===== src/rtl/spi_burst_pkg.sv =====
package spi_burst_pkg;

    localparam int WORD_W   = 32;
    localparam int BYTE_W   = 8;
    localparam int CS_NUM   = 4;
    localparam int CS_SEL_W = $clog2(CS_NUM);
    localparam int BURST_W  = 12;
    localparam int REM_W    = BURST_W + 2;

    typedef logic signed [REM_W-1:0] bit_count_t;

    localparam bit_count_t WORD_BITS = bit_count_t'(WORD_W);
    localparam bit_count_t BYTE_BITS = bit_count_t'(BYTE_W);
    localparam bit_count_t NO_BITS   = '0;

    typedef enum logic [1:0] {
        SEQ_IDLE,
        SEQ_LOAD,
        SEQ_SHIFT,
        SEQ_STORE
    } seq_state_e;

    typedef struct packed {
        logic                start_on_write;
        logic [BURST_W-1:0]  burst_len;
        logic [CS_SEL_W-1:0] sel;
        logic [CS_NUM-1:0]   master;
        logic [CS_NUM-1:0]   multi;
    } spi_cfg_t;

    function automatic logic chan_is_master(spi_cfg_t c);
        return c.master[c.sel];
    endfunction

    function automatic logic multi_burst_on(spi_cfg_t c);
        return c.master[c.sel] && !c.start_on_write && c.multi[c.sel];
    endfunction

    function automatic bit_count_t burst_bits(spi_cfg_t c);
        return bit_count_t'({2'b00, c.burst_len}) + bit_count_t'(1);
    endfunction

endpackage


===== src/rtl/spi_sync_fifo.sv =====
module spi_sync_fifo #(
    parameter int W     = 32,
    parameter int DEPTH = 64
) (
    input  logic         clk,
    input  logic         rst,
    input  logic         push,
    input  logic [W-1:0] wdata,
    input  logic         pop,
    output logic [W-1:0] rdata,
    output logic         full,
    output logic         empty
);
    localparam int AW = $clog2(DEPTH);

    logic [W-1:0]  mem [DEPTH];
    logic [AW-1:0] wr_ptr, rd_ptr;
    logic [AW:0]   count;

    logic do_push, do_pop;
    assign do_push = push && !full;
    assign do_pop  = pop && !empty;

    assign full  = (count == (AW+1)'(DEPTH));
    assign empty = (count == '0);
    assign rdata = mem[rd_ptr];

    always_ff @(posedge clk) begin
        if (do_push) mem[wr_ptr] <= wdata;
    end

    always_ff @(posedge clk) begin
        if (rst) begin
            wr_ptr <= '0;
            rd_ptr <= '0;
            count  <= '0;
        end else begin
            if (do_push) wr_ptr <= (wr_ptr == AW'(DEPTH-1)) ? '0 : wr_ptr + 1'b1;
            if (do_pop)  rd_ptr <= (rd_ptr == AW'(DEPTH-1)) ? '0 : rd_ptr + 1'b1;
            unique case ({do_push, do_pop})
                2'b10:   count <= count + 1'b1;
                2'b01:   count <= count - 1'b1;
                default: count <= count;
            endcase
        end
    end
endmodule


===== src/rtl/spi_byte_shifter.sv =====
module spi_byte_shifter
    import spi_burst_pkg::*;
#(
    parameter int HALF_DIV = 2
) (
    input  logic              clk,
    input  logic              rst,
    input  logic              start,
    input  logic [BYTE_W-1:0] tx_byte,
    input  logic              miso,
    output logic              done,
    output logic [BYTE_W-1:0] rx_byte,
    output logic              sclk,
    output logic              mosi
);
    localparam int DIV_W = (HALF_DIV > 1) ? $clog2(HALF_DIV) : 1;
    localparam int BIT_W = $clog2(BYTE_W);

    logic              active;
    logic [DIV_W-1:0]  div_cnt;
    logic [BIT_W-1:0]  bit_cnt;
    logic [BYTE_W-1:0] tx_sh, rx_sh;
    logic              sclk_q, done_q;

    assign done    = done_q;
    assign rx_byte = rx_sh;
    assign sclk    = sclk_q;
    assign mosi    = tx_sh[BYTE_W-1];

    always_ff @(posedge clk) begin
        if (rst) begin
            active  <= 1'b0;
            div_cnt <= '0;
            bit_cnt <= '0;
            tx_sh   <= '0;
            rx_sh   <= '0;
            sclk_q  <= 1'b0;
            done_q  <= 1'b0;
        end else begin
            done_q <= 1'b0;
            if (start) begin
                active  <= 1'b1;
                tx_sh   <= tx_byte;
                div_cnt <= '0;
                bit_cnt <= '0;
                sclk_q  <= 1'b0;
            end else if (active) begin
                if (div_cnt == DIV_W'(HALF_DIV-1)) begin
                    div_cnt <= '0;
                    if (!sclk_q) begin
                        sclk_q <= 1'b1;
                        rx_sh  <= {rx_sh[BYTE_W-2:0], miso};
                    end else begin
                        sclk_q <= 1'b0;
                        if (bit_cnt == BIT_W'(BYTE_W-1)) begin
                            active <= 1'b0;
                            done_q <= 1'b1;
                        end else begin
                            bit_cnt <= bit_cnt + 1'b1;
                            tx_sh   <= {tx_sh[BYTE_W-2:0], 1'b0};
                        end
                    end
                end else begin
                    div_cnt <= div_cnt + 1'b1;
                end
            end
        end
    end
endmodule


===== src/rtl/spi_burst_seq.sv =====
module spi_burst_seq
    import spi_burst_pkg::*;
(
    input  logic              clk,
    input  logic              rst,
    input  spi_cfg_t          cfg,
    input  logic              tx_accept,
    input  logic              xch_req,
    input  logic              tx_empty,
    input  logic [WORD_W-1:0] tx_head,
    input  logic              rx_full,
    input  logic              sh_done,
    input  logic [BYTE_W-1:0] sh_rx_byte,
    input  logic              tc_clr,
    input  logic              ro_clr,
    output logic              tx_pop,
    output logic              rx_push,
    output logic [WORD_W-1:0] rx_word,
    output logic              sh_start,
    output logic [BYTE_W-1:0] sh_tx_byte,
    output logic              xch_busy,
    output logic              tc_flag,
    output logic              ro_flag
);
    localparam int LANE_W = $clog2(WORD_W / BYTE_W);

    seq_state_e        st;
    logic              pend, smc_q, xch_q, tc_q, ro_q, start_q;
    bit_count_t        remain, wbits, rem_load, wbits_load;
    logic [WORD_W-1:0] word_sh, acc;
    logic [LANE_W-1:0] lane;
    logic [BYTE_W-1:0] byte_q;
    logic              master, multi, trig;

    assign master = chan_is_master(cfg);
    assign multi  = multi_burst_on(cfg);

    // start conditions: write in immediate mode, rising exchange request
    // outside immediate mode, or immediate mode switched on with data queued
    assign trig = master && (
                    (tx_accept && cfg.start_on_write) ||
                    (xch_req && !xch_q && !cfg.start_on_write) ||
                    (cfg.start_on_write && !smc_q && !tx_empty));

    assign rem_load   = (remain <= NO_BITS) ? burst_bits(cfg) : remain;
    assign wbits_load = (rem_load > WORD_BITS) ? WORD_BITS : rem_load;

    assign tx_pop     = (st == SEQ_LOAD);
    assign rx_push    = (st == SEQ_STORE) && !rx_full;
    assign rx_word    = acc;
    assign sh_start   = start_q;
    assign sh_tx_byte = byte_q;
    assign xch_busy   = xch_q;
    assign tc_flag    = tc_q;
    assign ro_flag    = ro_q;

    always_ff @(posedge clk) begin
        if (rst) begin
            st      <= SEQ_IDLE;
            pend    <= 1'b0;
            smc_q   <= 1'b0;
            xch_q   <= 1'b0;
            tc_q    <= 1'b0;
            ro_q    <= 1'b0;
            start_q <= 1'b0;
            remain  <= NO_BITS;
            wbits   <= NO_BITS;
            word_sh <= '0;
            acc     <= '0;
            lane    <= '0;
            byte_q  <= '0;
        end else begin
            start_q <= 1'b0;
            smc_q   <= cfg.start_on_write;
            if (tc_clr)  tc_q  <= 1'b0;
            if (ro_clr)  ro_q  <= 1'b0;
            if (xch_req) xch_q <= 1'b1;
            if (trig)    pend  <= 1'b1;

            unique case (st)
                SEQ_IDLE: begin
                    if (pend) begin
                        pend <= trig;
                        if (tx_empty) begin
                            tc_q  <= 1'b1;
                            xch_q <= 1'b0;
                        end else begin
                            st <= SEQ_LOAD;
                        end
                    end
                end
                SEQ_LOAD: begin
                    if (remain <= NO_BITS && multi) xch_q <= 1'b1;
                    remain  <= rem_load;
                    wbits   <= wbits_load;
                    word_sh <= tx_head;
                    acc     <= '0;
                    lane    <= '0;
                    byte_q  <= tx_head[BYTE_W-1:0];
                    start_q <= 1'b1;
                    st      <= SEQ_SHIFT;
                end
                SEQ_SHIFT: begin
                    if (sh_done) begin
                        acc[{lane, 3'b000} +: BYTE_W] <= sh_rx_byte;
                        remain <= remain - BYTE_BITS;
                        wbits  <= wbits - BYTE_BITS;
                        lane   <= lane + 1'b1;
                        if (wbits > BYTE_BITS) begin
                            byte_q  <= word_sh[2*BYTE_W-1:BYTE_W];
                            word_sh <= word_sh >> BYTE_W;
                            start_q <= 1'b1;
                        end else begin
                            st <= SEQ_STORE;
                        end
                    end
                end
                SEQ_STORE: begin
                    if (rx_full) ro_q <= 1'b1;
                    if (remain <= NO_BITS && !multi) begin
                        tc_q <= 1'b1;
                        if (tx_empty) xch_q <= 1'b0;
                        st <= SEQ_IDLE;
                    end else if (tx_empty) begin
                        tc_q  <= 1'b1;
                        xch_q <= 1'b0;
                        st    <= SEQ_IDLE;
                    end else begin
                        st <= SEQ_LOAD;
                    end
                end
                default: st <= SEQ_IDLE;
            endcase
        end
    end
endmodule


===== src/rtl/spi_burst_engine.sv =====
module spi_burst_engine
    import spi_burst_pkg::*;
#(
    parameter int FIFO_DEPTH = 64,
    parameter int HALF_DIV   = 2
) (
    input  logic                clk,
    input  logic                rst,
    input  logic                cfg_en,
    input  logic                cfg_start_on_write,
    input  logic [BURST_W-1:0]  cfg_burst_len,
    input  logic [CS_SEL_W-1:0] cfg_chan_sel,
    input  logic [CS_NUM-1:0]   cfg_chan_master,
    input  logic [CS_NUM-1:0]   cfg_chan_multi,
    input  logic                xch_req,
    output logic                xch_busy,
    input  logic                tx_wr,
    input  logic [WORD_W-1:0]   tx_data,
    output logic                tx_full,
    output logic                tx_empty,
    input  logic                rx_rd,
    output logic [WORD_W-1:0]   rx_data,
    output logic                rx_full,
    output logic                rx_empty,
    output logic                tc_flag,
    input  logic                tc_clr,
    output logic                ro_flag,
    input  logic                ro_clr,
    output logic                spi_sclk,
    output logic                spi_mosi,
    input  logic                spi_miso,
    output logic [CS_NUM-1:0]   spi_cs_n
);
    spi_cfg_t          cfg;
    logic              eng_rst, tx_accept, tx_pop, rx_push;
    logic [WORD_W-1:0] tx_head, rx_word, rx_head;
    logic              sh_start, sh_done;
    logic [BYTE_W-1:0] sh_tx_byte, sh_rx_byte;
    logic [CS_NUM-1:0] cs_q;

    assign cfg = '{start_on_write: cfg_start_on_write,
                   burst_len:      cfg_burst_len,
                   sel:            cfg_chan_sel,
                   master:         cfg_chan_master,
                   multi:          cfg_chan_multi};

    assign eng_rst   = rst || !cfg_en;
    assign tx_accept = tx_wr && cfg_en && !tx_full;
    assign rx_data   = rx_empty ? '0 : rx_head;
    assign spi_cs_n  = cs_q;

    spi_sync_fifo #(.W(WORD_W), .DEPTH(FIFO_DEPTH)) tx_fifo_i (
        .clk(clk), .rst(eng_rst), .push(tx_accept), .wdata(tx_data),
        .pop(tx_pop), .rdata(tx_head), .full(tx_full), .empty(tx_empty));

    spi_sync_fifo #(.W(WORD_W), .DEPTH(FIFO_DEPTH)) rx_fifo_i (
        .clk(clk), .rst(eng_rst), .push(rx_push), .wdata(rx_word),
        .pop(rx_rd), .rdata(rx_head), .full(rx_full), .empty(rx_empty));

    spi_byte_shifter #(.HALF_DIV(HALF_DIV)) shifter_i (
        .clk(clk), .rst(eng_rst), .start(sh_start), .tx_byte(sh_tx_byte),
        .miso(spi_miso), .done(sh_done), .rx_byte(sh_rx_byte),
        .sclk(spi_sclk), .mosi(spi_mosi));

    spi_burst_seq seq_i (
        .clk(clk), .rst(eng_rst), .cfg(cfg), .tx_accept(tx_accept),
        .xch_req(xch_req), .tx_empty(tx_empty), .tx_head(tx_head),
        .rx_full(rx_full), .sh_done(sh_done), .sh_rx_byte(sh_rx_byte),
        .tc_clr(tc_clr), .ro_clr(ro_clr), .tx_pop(tx_pop),
        .rx_push(rx_push), .rx_word(rx_word), .sh_start(sh_start),
        .sh_tx_byte(sh_tx_byte), .xch_busy(xch_busy), .tc_flag(tc_flag),
        .ro_flag(ro_flag));

    for (genvar i = 0; i < CS_NUM; i++) begin : g_cs
        always_ff @(posedge clk) begin
            if (eng_rst) cs_q[i] <= 1'b1;
            else         cs_q[i] <= !(chan_is_master(cfg) && (cfg.sel == CS_SEL_W'(i)));
        end
    end
endmodule


===== config.mk =====
export PLATFORM = sky130hd
export DESIGN_NAME = spi_burst_engine
export DESIGN_NICKNAME = d
export VERILOG_FILES = /design/src/rtl/spi_burst_pkg.sv /design/src/rtl/spi_sync_fifo.sv /design/src/rtl/spi_byte_shifter.sv /design/src/rtl/spi_burst_seq.sv /design/src/rtl/spi_burst_engine.sv
export SDC_FILE = /design/constraint.sdc
export NUM_CORES = 2
export LEC_CHECK = 0
export BUFFER_PORTS_ARGS = -buffer_cell sky130_fd_sc_hd__buf_2
export CORE_ASPECT_RATIO = 1.1
export CORE_UTILIZATION = 55
export CTS_BUF_LIST = sky130_fd_sc_hd__clkbuf_4
export CTS_CLUSTER_SIZE = 10
export DETAILED_ROUTE_END_ITERATION = 10
export PLACE_DENSITY = 0.75
export SLEW_MARGIN = 15
export SYNTH_ARGS = -nofsm -noshare
export SYNTH_HDL_FRONTEND = slang
export SYNTH_SLANG_ARGS = --single-unit

===== constraint.sdc =====
create_clock -name clk -period 4.5 [get_ports clk]
set_input_delay 0.9 -clock clk [delete_from_list [all_inputs] [get_ports clk]]
set_output_delay 0.9 -clock clk [all_outputs]
set_load 0.05 [all_outputs]

=== After elaboration in Yosys (flattened, before gate mapping) ===
Memory sizes are Yosys's and may differ from the RTL's. A register that Yosys moved wholly into a read port is not among the register bits.
Cells that the tools add are included.

* Muxes and demuxes: 75
* Bitwise gates (word level): 5
* $lt $le $gt $ge: 4
* Reduce and logical (&&, ||, !) cells: 56
* Shift-type cells: 2
* Eq/ne operators: 23
* Add/subtract/negate cells: 15

{| class="wikitable"
|+ Operators by type and width
! operator !! count
|-
| $mux W32 || 4
|-
| $pmux W32 S2 || 2
|-
| $mux W14 || 4
|-
| $mux W8 || 7
|-
| $pmux W14 S2 || 2
|-
| $mux W6 || 8
|-
| $bwmux W32 || 1
|-
| $shift A8 B7 Y32 const A || 1
|-
| $shiftx A8 B7 Y32 || 1
|-
| $mux W1 || 31
|-
| $pmux W7 S2 || 2
|-
| $sub A14 B5 Y14 const B || 2
|-
| $add A6 B1 Y6 const B || 4
|-
| $eq A6 B6 Y1 const B || 4
|-
| $logic_and A1 B1 Y1 || 21
|-
| $pmux W8 S2 || 1
|-
| $reduce_and A4 Y1 || 4
|-
| $add A7 B1 Y7 const B || 2
|-
| $eq A7 B7 Y1 const B || 2
|-
| $gt A14 B5 Y1 const B || 1
|-
| $gt A14 B7 Y1 const B || 1
|-
| $le A14 B1 Y1 const B || 1
|-
| $logic_not A7 Y1 || 2
|-
| $sub A7 B1 Y7 const B || 2
|-
| 26 further kinds || 70
|}

* Output and inout port bits: 45
* Bits of input ports: 64
* Memories kept: 2
* Bits in writable memories: 4096
* Register bits after elaboration: 175

{| class="wikitable"
|+ Memories
! name !! depth !! width !! rd ports !! clocked after memory_dff !! wr ports !! RTL line !! RTL
|-
| rx_fifo_i.mem || 64 || 32 || 1 || 1 || 1 || spi_sync_fifo.sv:16 || <nowiki>logic [W-1:0] mem [DEPTH];</nowiki>
|-
| tx_fifo_i.mem || 64 || 32 || 1 || 1 || 1 || spi_sync_fifo.sv:16 ||
|}

=== Depth between registers and ports, before layout ===
* Depth after elaboration: 10
* Depth in mapped cells: 15
* Depth with buffers taken out: 14

=== Modules after synthesis ===
Synthesis repeated with hierarchy kept, for this count alone.

* Cells, all modules: 7871
* Area, all modules: 165722.7 sq um

{| class="wikitable"
|+ Modules (own cells, without submodules)
! module !! area each (sq um) !! times used !! cells each
|-
| spi_sync_fifo (rx_fifo_i) || 79951.7 || 1 || 3519
|-
| spi_sync_fifo (tx_fifo_i) || 79168.4 || 1 || 3603
|-
| spi_burst_seq || 5241.3 || 1 || 603
|-
| spi_byte_shifter || 1001.0 || 1 || 98
|-
| spi_burst_engine || 360.3 || 1 || 48
|}

=== Worst setup path before layout ===
Ideal clock, no wire load.

* Kind: reg2reg
* Start: reg tx_fifo_i.count[0]
* End: reg tx_fifo_i.count[6]
* Data required time: 4.365 ns
* Setup slack: 0.857 ns
* Arrival time: 3.507 ns
* Buffers on the path: 1
* Cell stages (with the launch flop): 15
* Setup time: 0.135 ns
* Period minus slack after synthesis: 3.643 ns
* Cell sequence: dfxtp_1 > nor4_1 > nand2_1 > nor2_1 > nor2b_1 > clkbuf_1 > ha_1 > ha_1 > nor2b_1 > o21ai_0 > a21oi_1 > o21ai_0 > a21oi_1 > o311ai_0 > o41ai_1

* Elaborated cells between the ends (all ways): 13
* Those cells by class: add/sub (2); eq/ne (3); mux (1); reduce/logical (7)

{| class="wikitable"
|+ RTL lines
! item !! RTL line !! RTL
|-
| start, declared || spi_sync_fifo.sv:18 || <nowiki>logic [AW:0] count;</nowiki>
|-
| start signal, assigned || spi_sync_fifo.sv:41 || <nowiki>2'b10: count <= count + 1'b1;</nowiki>
|-
| start signal, assigned || spi_sync_fifo.sv:42 || <nowiki>2'b01: count <= count - 1'b1;</nowiki>
|-
| start signal, assigned || spi_sync_fifo.sv:43 || <nowiki>default: count <= count;</nowiki>
|-
| $logic_not A7 Y1 * || spi_sync_fifo.sv:25 || <nowiki>assign empty = (count == '0);</nowiki>
|-
| net tx_empty || spi_burst_engine.sv:20 || <nowiki>output logic tx_empty,</nowiki>
|-
| $logic_not A1 Y1 * || spi_sync_fifo.sv:22 || <nowiki>assign do_pop = pop && !empty;</nowiki>
|-
| $logic_and A1 B1 Y1 * || spi_sync_fifo.sv:22 ||
|-
| net tx_fifo_i.do_pop || spi_sync_fifo.sv:20 || <nowiki>logic do_push, do_pop;</nowiki>
|-
| $eq A2 B1 Y1 / $eq A2 B2 Y1 (equally long branches) || spi_sync_fifo.sv:40 || <nowiki>unique case ({do_push, do_pop})</nowiki>
|-
| $pmux W7 S2 / $reduce_bool A2 Y1 (equally long branches) || -- ||
|}

Mark *: on every way through the listed nets, which the timed path passes. The rest lies on a longest branch.
A chain may end at the register's enable or synchronous reset.

==> results.md <==
- Largest family of logic cells by synthesized area: multiplexers
- Setup Viol. Count Final: 32
- Starting density of the core: 55.4%
- Average size of a mapped cell: around 23 um^2
- Post-synth design cell area: 164000 um^2
- Vias per cell: 6.53
- Combinational share of power: 0.7%
- Largest net degree at the start of global routing: 80
- Yosys top cell by area: edfxtp_1
- Switching share of power: roughly a fifth
- Synth warn: 0
- EDFF count, synth: between 4000 and 5000
- Detailed placement HPWL: 228 mm
- Non-filler instance count after layout: 13200
- WHS Path Cells: 1
- Die area: 300000 um^2
- Mux cell area share after synthesis: approximately 18%
- Worst vdd ir: 0.326 mV
- Synth Area in Adders: 0.246%
- Worst Tran Pin Value: 1230 ps
- CTS tree: yes
- Post-route ant nets: 0
- WL/cell: around 33 um
- First-pass GRT wire length: ~610 mm
- WL final: 431 mm
- Sequential power share: 57.2%
- Max Cap Viol: 0
- Ranking of synthesized cells by area: edfxtp_1 (75%), mux4_2 (17%), dfxtp_1 (2.2%)
- Worst-path clk slew: 70 ps
- Clk root buf: clkbuf_4
- Sw power: ~0.016 W
- Post-Synth Simple-Gate Area: approximately 1.7%
- Die H: 574 um
- Critical path type: reg2out
- Synth Area in Compound Gates: about 1.6%
- Min-Delay Path Class: in2reg
- DRT iter0 DRCs: roughly 11000
- Xor/xnor share of the synthesized area: 0.219%
- Worst-case reg-to-reg path depth: 15
- Clock Tree Buf Depth: 5
- Clk_lat worst skew: 1660 ps
- Leak pwr: 61.6 nW
- Slew HR: between 10% and 20%
- P_int: 0.0599 W
- Final Cycle Share: 116%
- Fin nets: 8654
- Worst setup margin: -713 ps
- Yosys cell types: 67
- Clock skew: 210 ps
- I/O pin total: 109
- Total grt overflow: 0
- Die width: around 520 um
- GR Util All Layers: 28.9%
- Clk network pwr share: 42.1%
- Fill cells: 18700
- Area growth, synth to finish: 15.8%
- Minimum clock period after layout: 5210 ps
- Area of the core: between 200000 and 300000 um^2
- CP Max Fanout: 6
- Syn Inst Count: between 7000 and 8000
- CTS Sinks: 4275
- RePlAce Congestion: about 0.84
- Initial antenna violation count: 14
- Port buffer count: between 100 and 150
- Commonest register cell after synthesis: edfxtp_1
- H-tree Lvls: 7
- Status: finished, violations left
- Max-slew violation count: 0
- Violated checks: negative setup slack
- Fin. Hold Viols: 0
- Register bit count reported by yosys: 4275
- Critical path arrival: 4310 ps
- Area share of the largest cell type after synthesis: around three quarters
- Critical Path RT: 3600 ps
- Register area: 127000 um^2
- Layout cells sized above 1: 39.9%
- 1st-pass router iterations: 6
- Vias in the first global route: roughly 89000
- Row cnt: 209
- TritonCTS Buffers: 1101
- Critical Path Sink Type: output port
- Seq/Total Area, Yosys: 77.3%
- Max Clock Freq: ~190 MHz
- Residual DRC count: 0
- Unrepaired setup endpoints after global routing: true
- Async SR Flop Fraction: 0%
- CP Launch Type: flop
- Synth Net Count: 7257
- Pwr Density: 398 nW/um^2
- Post-placement cell count: 11200
- Final Util: between 60 and 70%
- Multi-input gate area: 36700 um^2
- Routed vias: ~86000
==> cell type report <==
type | count | share of cell area, %
sequential | 4275 | 66.8
multi-input combinational | 2470 | 19.4
clock buffer | 1554 | 6.15
timing repair buffer | 676 | 4.28
tap | 3903 | 2.58
clock inverter | 236 | 0.683
inverter | 35 | 0.0693
antenna | 11 | 0.0145
==> layout by cell type, fill, tap and decap left out, drive strengths merged, types with 38 or more instances in the layout <==
| cell | count |
|---|---|
| dlygate4sd3 | 80 |
| mux2i | 126 |
| buf | 581 |
| clkinv | 202 |
| a21oi | 110 |
| o21ai | 66 |
| o22ai | 38 |
| inv | 53 |
| dfxtp | 179 |
| mux4 | 1231 |
| edfxtp | 4096 |
| clkbuf | 1566 |
| nand2 | 148 |
| nor2 | 275 |
| a22oi | 106 |
| nand3 | 58 |
==> worst max-delay path, cell delays in order (launching register included) <==
cell and delay [ps]:
dfxtp_4 370, buf_12 150, buf_16 140, buf_12 140, buf_6 100, mux4_2 540
mux4_2 570, mux4_2 470, and2_4 210, buf_8 150
==> sequential cells by signal, indices dropped and copies added, names as in the netlist, 7 cells and up, named ones only <==
signal and flops:
rx_fifo_i.count 7, seq_i.remain 14, seq_i.word_sh 25, seq_i.sh_tx_byte 7
shifter_i.rx_byte 8, rx_fifo_i.mem 2048, seq_i.wbits 14, tx_fifo_i.mem 2048
tx_fifo_i.count 7, seq_i.rx_word 32, shifter_i.tx_sh 8
==> cell families (layout without fill, tap and decap cells) <==
family | Yosys count | count (layout)
other cells | 0 | 11
fa+ha+maj | 31 | 31
buf+inv | 417 | 2501
simple gates | 621 | 621
compound gates | 404 | 404
xor+xnor | 41 | 41
flops | 4275 | 4275
mux | 1373 | 1373
==> synth_stat cells (16+ instances only) <==
library cell,instances
a21oi_1,110
a221oi_1,17
a22oi_1,106
buf_1,45
buf_2,104
buf_4,40
clkbuf_1,190
dfxtp_1,179
edfxtp_1,4096
ha_1,29
inv_1,35
mux2_2,16
mux2i_1,126
mux4_2,1231
nand2_1,148
nand3_1,58
nor2_1,275
nor2b_1,26
nor3_1,26
o21ai_0,65
o22ai_1,38
xor2_1,29
==> final timing paths <==
path,startpoint,end,slack (ps)
worst max register to register,rx_fifo_i.count[2],rx_fifo_i.count[6],350
worst max-delay path,flop,rx_data[14],-710
worst min-delay path,tx_data[17],tx_fifo_i.mem[27][17],150
worst min register to register,shifter_i.rx_byte[3],shifter_i.rx_byte[4],440
==> through the flow <==
step	instance area [um^2]	power, W	setup WS [ps]	setup TNS [ps]	hold WS [ps]
after CTS	189000	0.0758	-851	-25350	0.315
after global placement	173000	0.0446	230	0	442
after floorplan	164000	0.0442	857	0	425
after global routing	190000	0.0780	-862	-25740	58.3
after detailed placement	173000	0.0446	175	0	447
final	190000	0.0755	-713	-19960	155
==> repair_timing <==
| action | CTS | global route |
|---|---|---|
| hold endpoints to repair | 1194 | 64 |
| gates cloned | 36 | 14 |
| buffers inserted | 41 | 36 |
| pin swaps | 3 | 7 |
| setup endpoints to repair | 33 | 32 |
| hold buffers | 79 | 1 |
| gates resized for setup | 173 | 66 |
==> routing by layer <==
layer	GRT usage (%)	vias up	routed length, um
li1	-	34000	-
met1	34.4	44300	142000
met3	7.35	1287	45700
met5	0	-	34
met2	47.9	6389	217000
met4	17.1	6	26300
==> power groups by stage <==
| stage | combinational (W) | clock, W | sequential (W) |
|---|---|---|---|
| global placement | 0.000455 | 0 | 0.0441 |
| finish | 0.000541 | 0.0318 | 0.0432 |
| detailed placement | 0.000487 | 0 | 0.0441 |
| global route | 0.000577 | 0.0343 | 0.0432 |
| floorplan | 0.000101 | 0 | 0.0441 |
| CTS | 0.000535 | 0.0321 | 0.0432 |
(Power assumes the default switching activity.)
